[config.mk]
export PLATFORM = sky130hd
export DESIGN_NAME = dispatch_credit_limiter
export DESIGN_NICKNAME = d
export VERILOG_FILES = /design/src/rtl/dcl_pkg.sv /design/src/rtl/dcl_free_track.sv /design/src/rtl/dcl_min_select.sv /design/src/rtl/dcl_inflight.sv /design/src/rtl/dispatch_credit_limiter.sv
export SDC_FILE = /design/constraint.sdc
export NUM_CORES = 1
export LEC_CHECK = 0
export BUFFER_PORTS_ARGS = -buffer_cell sky130_fd_sc_hd__buf_2
export CELL_PAD_IN_SITES_DETAIL_PLACEMENT = 1
export CELL_PAD_IN_SITES_GLOBAL_PLACEMENT = 2
export CORE_AREA = 8 8 129 107
export CTS_BUF_LIST = sky130_fd_sc_hd__clkbuf_4 sky130_fd_sc_hd__clkbuf_8
export DETAILED_ROUTE_END_ITERATION = 16
export DIE_AREA = 0 0 137 115
export GPL_TIMING_DRIVEN = 0
export PLACE_DENSITY = 0.92
export SLEW_MARGIN = 20
export SYNTH_ARGS = -nofsm -noshare
export SYNTH_HDL_FRONTEND = slang
export SYNTH_SLANG_ARGS = --single-unit
[constraint.sdc]
create_clock -name clk -period 14.1 [get_ports clk]
set_clock_uncertainty 0.1 [all_clocks]
set_input_delay 0.705 -clock clk [delete_from_list [all_inputs] [get_ports clk]]
set_output_delay 0.705 -clock clk [all_outputs]
set_load 0.01 [all_outputs]
[src/rtl/dcl_pkg.sv]
package dcl_pkg;
   typedef enum logic [1:0] {
      LIM_NONE = 2'd0,
      LIM_ROB  = 2'd1,
      LIM_IQ   = 2'd2,
      LIM_LSQ  = 2'd3
   } lim_src_e;

   localparam int unsigned NUM_RES = 3;
   localparam int unsigned IDX_ROB = 0;
   localparam int unsigned IDX_IQ  = 1;
   localparam int unsigned IDX_LSQ = 2;
endpackage

[src/rtl/dcl_free_track.sv]
// Holds one structure's last reported free count and produces the
// in-flight-corrected signed count.
module dcl_free_track #(
   parameter int CNT_W = 6,
   parameter int IFW   = 7,
   parameter int GW    = 4,
   parameter int SW    = 9
) (
   input  logic                 clk,
   input  logic                 rst_n,
   input  logic [CNT_W-1:0]     free_in,
   input  logic                 free_vld,
   input  logic [IFW-1:0]       inflight,
   input  logic [GW-1:0]        disp,
   output logic signed [SW-1:0] eff
);
   logic [CNT_W-1:0] free_q;
   logic signed [SW-1:0] free_s, infl_s, disp_s;

   always_ff @(posedge clk or negedge rst_n) begin
      if (!rst_n)        free_q <= '0;
      else if (free_vld) free_q <= free_in;
   end

   assign free_s = SW'(free_q);
   assign infl_s = SW'(inflight);
   assign disp_s = SW'(disp);
   assign eff    = free_s - (infl_s - disp_s);
endmodule

[src/rtl/dcl_min_select.sv]
// Three-way signed minimum; earlier input wins a tie.
module dcl_min_select #(
   parameter int SW = 9
) (
   input  logic signed [SW-1:0] v_rob,
   input  logic signed [SW-1:0] v_iq,
   input  logic signed [SW-1:0] v_lsq,
   output logic signed [SW-1:0] min_v,
   output logic [1:0]           min_src
);
   import dcl_pkg::*;
   logic signed [SW-1:0] stage_v;
   lim_src_e             stage_s;

   always_comb begin
      stage_v = v_rob;
      stage_s = LIM_ROB;
      if (v_iq < stage_v) begin
         stage_v = v_iq;
         stage_s = LIM_IQ;
      end
      min_v   = stage_v;
      min_src = stage_s;
      if (v_lsq < stage_v) begin
         min_v   = v_lsq;
         min_src = LIM_LSQ;
      end
   end
endmodule

[src/rtl/dcl_inflight.sv]
// Renamed-but-not-dispatched counter with underflow guard.
module dcl_inflight #(
   parameter int IFW = 7,
   parameter int GW  = 4
) (
   input  logic           clk,
   input  logic           rst_n,
   input  logic [GW-1:0]  add,
   input  logic [GW-1:0]  sub,
   output logic [IFW-1:0] count,
   output logic           under
);
   localparam int XW = IFW + 1;
   logic [XW-1:0] sum_x, sub_x;
   logic [IFW-1:0] count_d;

   assign sum_x = XW'(count) + XW'(add);
   assign sub_x = XW'(sub);
   assign under = (sum_x < sub_x);

   always_comb begin
      if (under) count_d = '0;
      else       count_d = IFW'(sum_x - sub_x);
   end

   always_ff @(posedge clk or negedge rst_n) begin
      if (!rst_n) count <= '0;
      else        count <= count_d;
   end
endmodule

[src/rtl/dispatch_credit_limiter.sv]
module dispatch_credit_limiter #(
   parameter int CNT_W     = 6,
   parameter int WIDTH_MAX = 8,
   parameter int IFW       = 7,
   localparam int GW       = $clog2(WIDTH_MAX + 1)
) (
   input  logic             clk,
   input  logic             rst_n,
   input  logic [CNT_W-1:0] rob_free_i,
   input  logic             rob_free_vld_i,
   input  logic             rob_empty_i,
   input  logic [CNT_W-1:0] iq_free_i,
   input  logic             iq_free_vld_i,
   input  logic [CNT_W-1:0] lsq_free_i,
   input  logic             lsq_free_vld_i,
   input  logic [GW-1:0]    disp_cnt_i,
   input  logic [GW-1:0]    disp_lsq_cnt_i,
   input  logic [GW-1:0]    avail_i,
   input  logic [GW-1:0]    width_i,
   output logic [GW-1:0]    grant_o,
   output logic             block_o,
   output logic [1:0]       limit_src_o,
   output logic [IFW-1:0]   inflight_o,
   output logic             rob_empty_o,
   output logic             underflow_o
);
   import dcl_pkg::*;

   localparam int SW = ((CNT_W > IFW) ? CNT_W : IFW) + 2;

   if (CNT_W < 1) begin : g_bad_cnt
      $error("CNT_W must be at least 1");
   end
   if (WIDTH_MAX < 1) begin : g_bad_width
      $error("WIDTH_MAX must be at least 1");
   end
   if (IFW < GW) begin : g_bad_ifw
      $error("IFW must hold at least one full rename group");
   end

   logic [CNT_W-1:0]     res_free [NUM_RES];
   logic                 res_vld  [NUM_RES];
   logic [GW-1:0]        res_disp [NUM_RES];
   logic signed [SW-1:0] res_eff  [NUM_RES];

   assign res_free[IDX_ROB] = rob_free_i;
   assign res_free[IDX_IQ]  = iq_free_i;
   assign res_free[IDX_LSQ] = lsq_free_i;
   assign res_vld[IDX_ROB]  = rob_free_vld_i;
   assign res_vld[IDX_IQ]   = iq_free_vld_i;
   assign res_vld[IDX_LSQ]  = lsq_free_vld_i;

   for (genvar g = 0; g < NUM_RES; g++) begin : g_res
      if (g == IDX_LSQ) begin : g_mem
         assign res_disp[g] = disp_lsq_cnt_i;
      end else begin : g_gen
         assign res_disp[g] = disp_cnt_i;
      end

      dcl_free_track #(
         .CNT_W (CNT_W),
         .IFW   (IFW),
         .GW    (GW),
         .SW    (SW)
      ) u_trk (
         .clk      (clk),
         .rst_n    (rst_n),
         .free_in  (res_free[g]),
         .free_vld (res_vld[g]),
         .inflight (inflight_o),
         .disp     (res_disp[g]),
         .eff      (res_eff[g])
      );
   end

   // Empty flag travels with the reorder-buffer count.
   always_ff @(posedge clk or negedge rst_n) begin
      if (!rst_n)              rob_empty_o <= 1'b1;
      else if (rob_free_vld_i) rob_empty_o <= rob_empty_i;
   end

   logic signed [SW-1:0] min_v;
   logic [1:0]           min_src;

   dcl_min_select #(.SW(SW)) u_min (
      .v_rob   (res_eff[IDX_ROB]),
      .v_iq    (res_eff[IDX_IQ]),
      .v_lsq   (res_eff[IDX_LSQ]),
      .min_v   (min_v),
      .min_src (min_src)
   );

   logic signed [SW-1:0] avail_s, width_s, cap_s, cap2_s;
   logic                 short_res;

   assign avail_s = SW'(avail_i);
   assign width_s = SW'(width_i);

   always_comb begin
      short_res   = 1'b0;
      cap_s       = '0;
      cap2_s      = '0;
      grant_o     = '0;
      block_o     = 1'b0;
      limit_src_o = LIM_NONE;
      if (avail_i == '0) begin
         grant_o = '0;
      end else if (min_v <= 0) begin
         block_o     = 1'b1;
         limit_src_o = min_src;
      end else begin
         short_res = (min_v < avail_s);
         cap_s     = short_res ? min_v : avail_s;
         cap2_s    = (cap_s < width_s) ? cap_s : width_s;
         grant_o   = GW'(cap2_s);
         block_o   = short_res;
         if (short_res) limit_src_o = min_src;
      end
   end

   dcl_inflight #(.IFW(IFW), .GW(GW)) u_infl (
      .clk   (clk),
      .rst_n (rst_n),
      .add   (grant_o),
      .sub   (disp_cnt_i),
      .count (inflight_o),
      .under (underflow_o)
   );
endmodule

==> results of run 1 <==
[worst min path at each step]
stage	endpoint	start
after detailed placement	g_res[2].u_trk.free_q[2]$_DFFE_PN0P_	g_res[2].u_trk.free_q[2]$_DFFE_PN0P_
after global routing	g_res[1].u_trk.free_q[3]$_DFFE_PN0P_	rst_n
after global placement	g_res[0].u_trk.free_q[3]$_DFFE_PN0P_	g_res[0].u_trk.free_q[3]$_DFFE_PN0P_
after CTS	u_infl.count[4]$_DFF_PN0_	rst_n
final	g_res[1].u_trk.free_q[3]$_DFFE_PN0P_	rst_n
after floorplan	g_res[0].u_trk.free_q[0]$_DFFE_PN0P_	rst_n
[area by class of cell]
type | count | share of cell area [%]
clock buffers | 3 | 0.860
plain buffers | 12 | 1.15
flip-flops and latches | 26 | 13.6
multi-input cells | 419 | 68.0
clock inverters | 1 | 0.625
inverters | 59 | 4.61
well taps | 152 | 3.96
repair buffers | 64 | 7.24
[cell usage in the layout, fill, tap and decap left out, drive strengths merged, types with 3 or more instances in the layout]
cell and instances:
a2111oi 4, a211o 3, a211oi 6, a21boi 3
a21o 17, a21oi 30, a311o 3, a31oi 8
and2 3, and3 5, buf 68, clkbuf 11
dfrtp 25, fa 7, ha 52, inv 59
mux2 14, mux2i 8, nand2 36, nand2b 10
nand3 6, nor2 47, nor2b 14, nor3 11
nor4 4, o2111ai 3, o211a 3, o211ai 3
o21a 9, o21ai 38, o31ai 4, or2 3
or3 5, or4 4, xnor2 22, xor2 6
[what timing repair did]
action | CTS | global route
resized for setup | 9 | 14
buffers inserted | 7 | 4
endpoints found under the setup margin | 8 | 8
pin swaps | 4 | 3
[sequential cells by signal, summed over array words and instances, names as in the netlist]
register            count
u_infl.count            7
g_res.u_trk.free_q     18
rob_empty_o             1
[metal layers]
layer  up-vias  track usage, %  wire (um)
met1      1988            21.9       6200
met5         -               0          0
met3         7            1.75        315
li1       1994               -          -
met2        54            28.6       6390
met4         0            2.02         61
[stage by stage]
| step | setup slack, ns | cells |
|---|---|---|
| final | 0.660 | 736 |
| after global routing | 0.0246 | 736 |
| after CTS | 0.0659 | 733 |
| after detailed placement | -1.76 | 722 |
| after global placement | -1.28 | 722 |
| after floorplan | 0.627 | 517 |
[cell families after synthesis]
family | after synthesis
compound gates | 155
simple gates | 154
buf+inv | 72
fa+ha+maj | 60
xor+xnor | 28
flops | 26
mux | 22
==> results, run 1 <==
- The total overflow left after global routing is 0.
- Counting along the longest clock path gives a buffer depth of 2.
- The routability-driven placement congestion ratio is around 0.87.
- The die covers approximately 0.016 mm^2.
- The slew at the pin closest to its max-slew limit is 0.926 ns.
- The endpoint required time on the critical path is 13.30 ns.
- Among all flip-flop cells after synthesis, the most frequent one is sky130_fd_sc_hd__dfrtp_1.
- The cell that appears most often on the critical path is sky130_fd_sc_hd__ha_1.
- The standard cell with the maximum stage delay on the critical path is sky130_fd_sc_hd__fa_1.
- Clock-pin slew was measured on the worst setup and hold paths at 0.10 ns.
- The DRC violation count after routing is 0.
- The post-synthesis net count is 616.
- The share of synthesized registers carrying an async set or reset is 100%.
- The normalized max-slew margin is 36.7%.
- The total stage count of the critical path is 56.
- Sorting the synthesized cells by area gives the leading types as sky130_fd_sc_hd__ha_1 (16%), sky130_fd_sc_hd__dfrtp_1 (15%), sky130_fd_sc_hd__inv_1 (5.3%).
- The count of warnings emitted by yosys is 0.
- The number of DRC violations after detailed-routing iteration 0 is 178.
- 0 antenna diodes ended up in the layout.
- The internal reg-to-reg setup slack is roughly 1.5 ns.
- The fraction of the mapped netlist area in compound gates is between 20% and 30%.
- The worst setup path is of the in -> out kind.
- The cell at the root of the clock tree is sky130_fd_sc_hd__clkbuf_8.
- The clock reaches the later pin of the worst-skew pair after 0.29 ns.
- The flow ran to the end, and the final reports show no timing, DRC or antenna violations.
- The TritonCTS clock tree is built.
- The layout overhead on the synthesized area is 17.4%.
- During placement, the flow inserted port buffers numbering 53.
- 56 I/O pins were placed.
- Of all nets on the critical path, the largest fanout is 7.
- The number of placement rows is 36.
- Based on the critical path, the design can be clocked at up to 74.4 MHz.
- The via count of the first global-routing pass was about 4300.
- For this run, the register share of the synthesized area comes to 15.9%.
- The portion of netlist area occupied by mux cells is 5.81%.
- Setup violations remaining at the end of the flow were counted as 0.
- The commonest cells after synthesis are sky130_fd_sc_hd__inv_1 (58), sky130_fd_sc_hd__ha_1 (52), sky130_fd_sc_hd__nor2_1 (46), sky130_fd_sc_hd__o21ai_0 (37), sky130_fd_sc_hd__nand2_1 (36).
- The net count of the finished layout is 684.
- The most frequent cell after synthesis is sky130_fd_sc_hd__inv_1.
- Dividing the detail-routed via count by the number of cells gives 5.49.
- The number of slew-limit violations in the final report came to 0.
- Wires add up to 13.0 mm.
- The first-pass GRT wire length is ~21 mm.
- The global-route usage over all layers is between 10% and 20%.
- In the final layout, the multi-input gates occupy 0.00326 mm^2.
- The tool flagged a number of max-cap violations equal to 0.
- The data arrival at the endpoint of the critical path is between 10 and 15 ns.
- The synthesized netlist occupies a cell area of 0.00409 mm^2.
- The end of the worst register-to-register path is u_infl.count[6]$_DFF_PN0_.
- Of the total synthesized cell area, the portion taken by full adders, half adders and majority gates is 19.6%.
- By area, the combinational part of the netlist is dominated by compound AO/OA/AOI/OAI gates.
- Entering global routing, the biggest net connects 27 pins.
- The average instance in the mapped netlist occupies 7.91 um^2.
- For this design, the sink count on the clock tree is 26.
- The post-detailed-placement cell area is 0.00455 mm^2.
- The routed length per placed instance is about 18 um.
- The launch point of the worst reg-to-reg path is u_infl.count[0]$_DFF_PN0_.
- The placed wire-length estimate after detailed placement is approximately 11 mm.
- Summed over all failing endpoints, the final setup total negative slack is 0 ns.
- The distinct cell type count after synthesis is 74.
- The most critical setup path has its startpoint at disp_cnt_i[1].
- The largest area contributor in the netlist is sky130_fd_sc_hd__ha_1.
- For this design, the CTS-stage hold fixing added 0 buffers.
- The number of search-and-repair iterations in the first detailed-routing pass is 4.
- The deepest level of the CTS H-tree is 1.
- In the final layout, the share of cells above drive strength 1 is 20.2%.
- In this design, the largest share of critical-path delay is due to compound AO/OA/AOI/OAI gates.
- The synthesized design contains 0 enable-type register cells.
- The number of buffers inserted during clock tree synthesis is 3.
- The post-route worst hold slack is 0.320 ns.
- Synthesis inferred 26 register bits.
- The area taken by flip-flops and latches is 652 um^2.
- Counting cells, the worst reg-to-reg path comes to 55.
- From bottom edge to top edge, the die measures 115 um.
- Once the floorplan was initialized, standard cells occupied between 30% and 40% of the core.
- The time the worst path needs with I/O delays and setup is 13.44 ns.
- The number of antenna-violating nets in the routed design is 0.
- In this run the standard cell core region covers 0.0118 mm^2.
- The final standard cell area without fillers is 0.00480 mm^2.
- The buffer and inverter count on the worst path is 8.
- The initial antenna violation count is 0.
- The horizontal die dimension is 137 um.
- Setup repair after global routing left no endpoint under its margin.
- The xor/xnor share of the synthesized area is 6.18%.
- The worst setup path is captured at an output port.
- The worst stage delay on the critical path is 0.54 ns.
- The kind of start point of the critical path is an input port.
- The instance count of the mapped netlist is slightly above 500.
- The most critical setup path has its endpoint at underflow_o.
- The proportion of netlist area held by the largest area contributor is 15.9%.
- The type of the worst min-delay path is in -> async.
- The count of fill cells added during filler insertion is around 1500.
- At the end of the flow the core is filled with cells to 40.7%.
- The ratio of final minimum period to clock period is 95.3%.
- The hold violation total from the final report is 0.
- Summing over every cut layer, the via total after detailed routing is 4043.
- The synthesized netlist devotes between 10% and 20% of its cell area to simple gates.
Power of run 1 is not shown: default switching activity piles up to over one toggle a cycle in this logic, so the estimate is an artifact.
==> run 2, diff against run 1 <==
--- a/config.mk
+++ b/config.mk
@@ -8,12 +8,12 @@
 export BUFFER_PORTS_ARGS = -buffer_cell sky130_fd_sc_hd__buf_2
 export CELL_PAD_IN_SITES_DETAIL_PLACEMENT = 1
 export CELL_PAD_IN_SITES_GLOBAL_PLACEMENT = 2
-export CORE_AREA = 8 8 129 107
+export CORE_AREA = 8 8 126 104
 export CTS_BUF_LIST = sky130_fd_sc_hd__clkbuf_4 sky130_fd_sc_hd__clkbuf_8
 export DETAILED_ROUTE_END_ITERATION = 16
-export DIE_AREA = 0 0 137 115
+export DIE_AREA = 0 0 134 112
 export GPL_TIMING_DRIVEN = 0
-export PLACE_DENSITY = 0.92
+export PLACE_DENSITY = 0.95
 export SLEW_MARGIN = 20
 export SYNTH_ARGS = -nofsm -noshare
 export SYNTH_HDL_FRONTEND = slang
==> constraint.sdc (replaced) <==
create_clock -name clk -period 16 [get_ports clk]
set_clock_uncertainty 0.1 [all_clocks]
set_input_delay 0.8 -clock clk [delete_from_list [all_inputs] [get_ports clk]]
set_output_delay 0.8 -clock clk [all_outputs]
set_load 0.01 [all_outputs]
==> run 2 against run 1 <==
Against the previous run: worst setup slack improved by 0.50 ns; critical endpoint unchanged; sequential share of layout area rose by 0.43 points; register-to-register slack improved by 0.87 ns; cell count fell by 1.9%; critical path type unchanged; die area fell by 4.7%; final area fell by 3.1%; critical path depth did not move; hold slack improved by 0.092 ns; flip-flop and latch count did not move.
==> results, run 2 (same netlist as run 1, synthesis figures left out) <==
- After clock tree synthesis, the setup repair step added 0 buffers.
- The number of slew-limit violations in the final report is 0.
- The number of placement rows is 35.
- The horizontal die dimension is 134 um.
- The slowest stage of the critical path is the sky130_fd_sc_hd__fa_1 cell.
- The global-route usage over all layers is 16.8%.
- Across the whole layout, storage elements account for 652 um^2.
- The critical path contains buffers and inverters numbering 8 combined.
- For this block, the via count after detailed routing is 4047.
- The detailed router finished its first iteration with 214 violations.
- The number of clock sinks seen by CTS is 26.
- The final layout contains routed wiring with a total length of about 13 mm.
- The maximum clock frequency is between 60 and 70 MHz.
- The maximum clock path buffer count is 2.
- STA classifies the critical path endpoint as an output port.
- Routability-driven placement finished with a final weighted congestion of about 0.9.
- By instance count, the cell type seen most on the critical path is sky130_fd_sc_hd__ha_1.
- Once detail routing completed, the nets flagged for antenna violations numbered 0.
- The I/O pin count is 56.
- The via count of the first global-routing pass was 4248.
- The cell at the root of the clock tree is sky130_fd_sc_hd__clkbuf_8.
- In the layout the commonest cells are sky130_fd_sc_hd__inv_1 (58), sky130_fd_sc_hd__buf_2 (54), sky130_fd_sc_hd__ha_1 (52), sky130_fd_sc_hd__nor2_1 (45), sky130_fd_sc_hd__o21ai_0 (37).
- The ratio of final minimum period to clock period is between 90% and 100%.
- Measured against its own limit, the worst slew margin works out to 29.8%.
- Setup violations remaining at the end of the flow were counted as 0.
- The largest registers in the layout are g_res.u_trk.free_q: 18 flops, u_infl.count: 7 flops, rob_empty_o: 1 flops.
- The DRC violation count after routing is 0.
- The global route total overflow is 0.
- The initial antenna violation count is 0.
- The slew at the pin closest to its max-slew limit is 1.03 ns.
- Detailed placement ended at an HPWL of 10.8 mm.
- The hold violation total from the final report came to 0.
- Port buffering added 53 buffers.
- Setup repair after global routing left no endpoint under its margin.
- At the worst endpoint, the required time is 15.10 ns.
- The effective utilization at floorplan is around 37%.
- The total area inside the core boundary comes to between 0.01 and 0.015 mm^2.
- In this run the vertical extent of the chip is approximately 110 um.
- In this design, the largest share of critical-path delay is due to compound AO/OA/AOI/OAI gates.
- The worst setup path is launched from an input port.
- The worst setup slack after placement is 0.00830 ns.
- The type of the setup path with the least slack is in -> out.
- The first detailed-routing pass ran for 4 iterations.
- The cell count after placement is 718.
- For this design, the CTS-stage hold fixing added 0 buffers.
- The count of fill cells added during filler insertion is between 1000 and 1500.
- The biggest fanout along the worst timing path is 10.
- Excluding fillers, the count of instances in the completed layout stands at 722.
- The register with the most flip-flops in the layout has 18 of them.
- The number of buffers inserted during clock tree synthesis is 3.
- At the end of the flow, the number of nets in the layout was 674.
- The worst stage delay on the critical path is 0.58 ns.
- The flow ran to the end, and the final reports show no timing, DRC or antenna violations.
- The routed length per placed instance is ~18 um.
- The first-pass GRT wire length is 21.1 mm.
- Max-cap violations in this run came to 0.
- The number of inserted diodes is 0.
- The deepest level of the CTS H-tree is 1.
- The TritonCTS clock tree is built.
- Counting flops per register, the top entry is g_res.u_trk.free_q.
- The clock insertion delay at the later pin of the skew report is 0.29 ns.
- Clock-pin slew was measured on the worst setup and hold paths at 0.11 ns.
- Leaving out fill and tap cells, the most frequent cell in the layout is sky130_fd_sc_hd__inv_1.
- Entering global routing, the biggest net connects 27 pins.
- The layout overhead on the synthesized area is 13.7%.
- The min-delay analysis places its worst path in the category in -> async.
- The area of the multi-input gates is between 0.003 and 0.004 mm^2.
- Of the cells placed in the final design, the portion with a size suffix greater than 1 is 16.7%.
- The average via count per standard cell is approximately 5.6.
- The data arrival at the endpoint of the critical path is 13.94 ns.
- The total negative setup slack is 0 ns.
- The floorplan step defined a die boundary enclosing 0.0150 mm^2.
- For the finished layout, the period the worst path requires is between 10 and 15 ns.
- The final worst-path setup slack is 1.16 ns.
==> run 2: final timing paths <==
| kind | depth (start not counted) | slack (ns) | from | end |
|---|---|---|---|---|
| max | 56 | 1.16 | disp_cnt_i[0] | underflow_o |
| min | 1 | 0.41 | rst_n | g_res[0].u_trk.free_q[0]$_DFFE_PN0P_ |
| max reg2reg | 56 | 2.40 | u_infl.count[1]$_DFF_PN0_ | u_infl.count[6]$_DFF_PN0_ |
| min reg2reg | 1 | 0.43 | g_res[2].u_trk.free_q[3]$_DFFE_PN0P_ | g_res[2].u_trk.free_q[3]$_DFFE_PN0P_ |
| max in group asynchronous | 1 | 14.97 | rst_n | g_res[2].u_trk.free_q[4]$_DFFE_PN0P_ |
| min in group clk | 1 | 0.43 | g_res[2].u_trk.free_q[3]$_DFFE_PN0P_ | g_res[2].u_trk.free_q[3]$_DFFE_PN0P_ |
==> run 2: repair_timing <==
action                     in CTS  in global routing
pin swaps                       0                  0
gates resized for setup         1                  7
setup endpoints to repair       1                  1
==> run 2: per-stage QoR <==
step | hold slack, ns | cell area, um^2 | utilization [%]
after global routing | 0.460 | 4650 | 41.7
after global placement | 0.408 | 4540 | 40.7
after CTS | 0.439 | 4620 | 41.4
after detailed placement | 0.415 | 4540 | 40.7
final | 0.412 | 4650 | 41.7
after floorplan | 0.387 | 4090 | -
==> run 2: area by class of cell <==
type,instances,area share [%]
plain buffers,13,1.26
clock buffers,3,0.887
clock inverters,1,0.645
inverters,59,4.76
multi-input cells,419,68.8
flip-flops and latches,26,14.0
well taps,148,3.98
repair buffers,53,5.70
==> run 2: metal layers <==
layer	GRT usage [%]	vias up	routed length (um)
met3	1.67	9	393
met2	28.4	65	6000
met1	23.1	2003	6210
met4	2.32	0	93
met5	0	-	0
li1	-	1970	-
Power of run 2 is left out for the same reason.
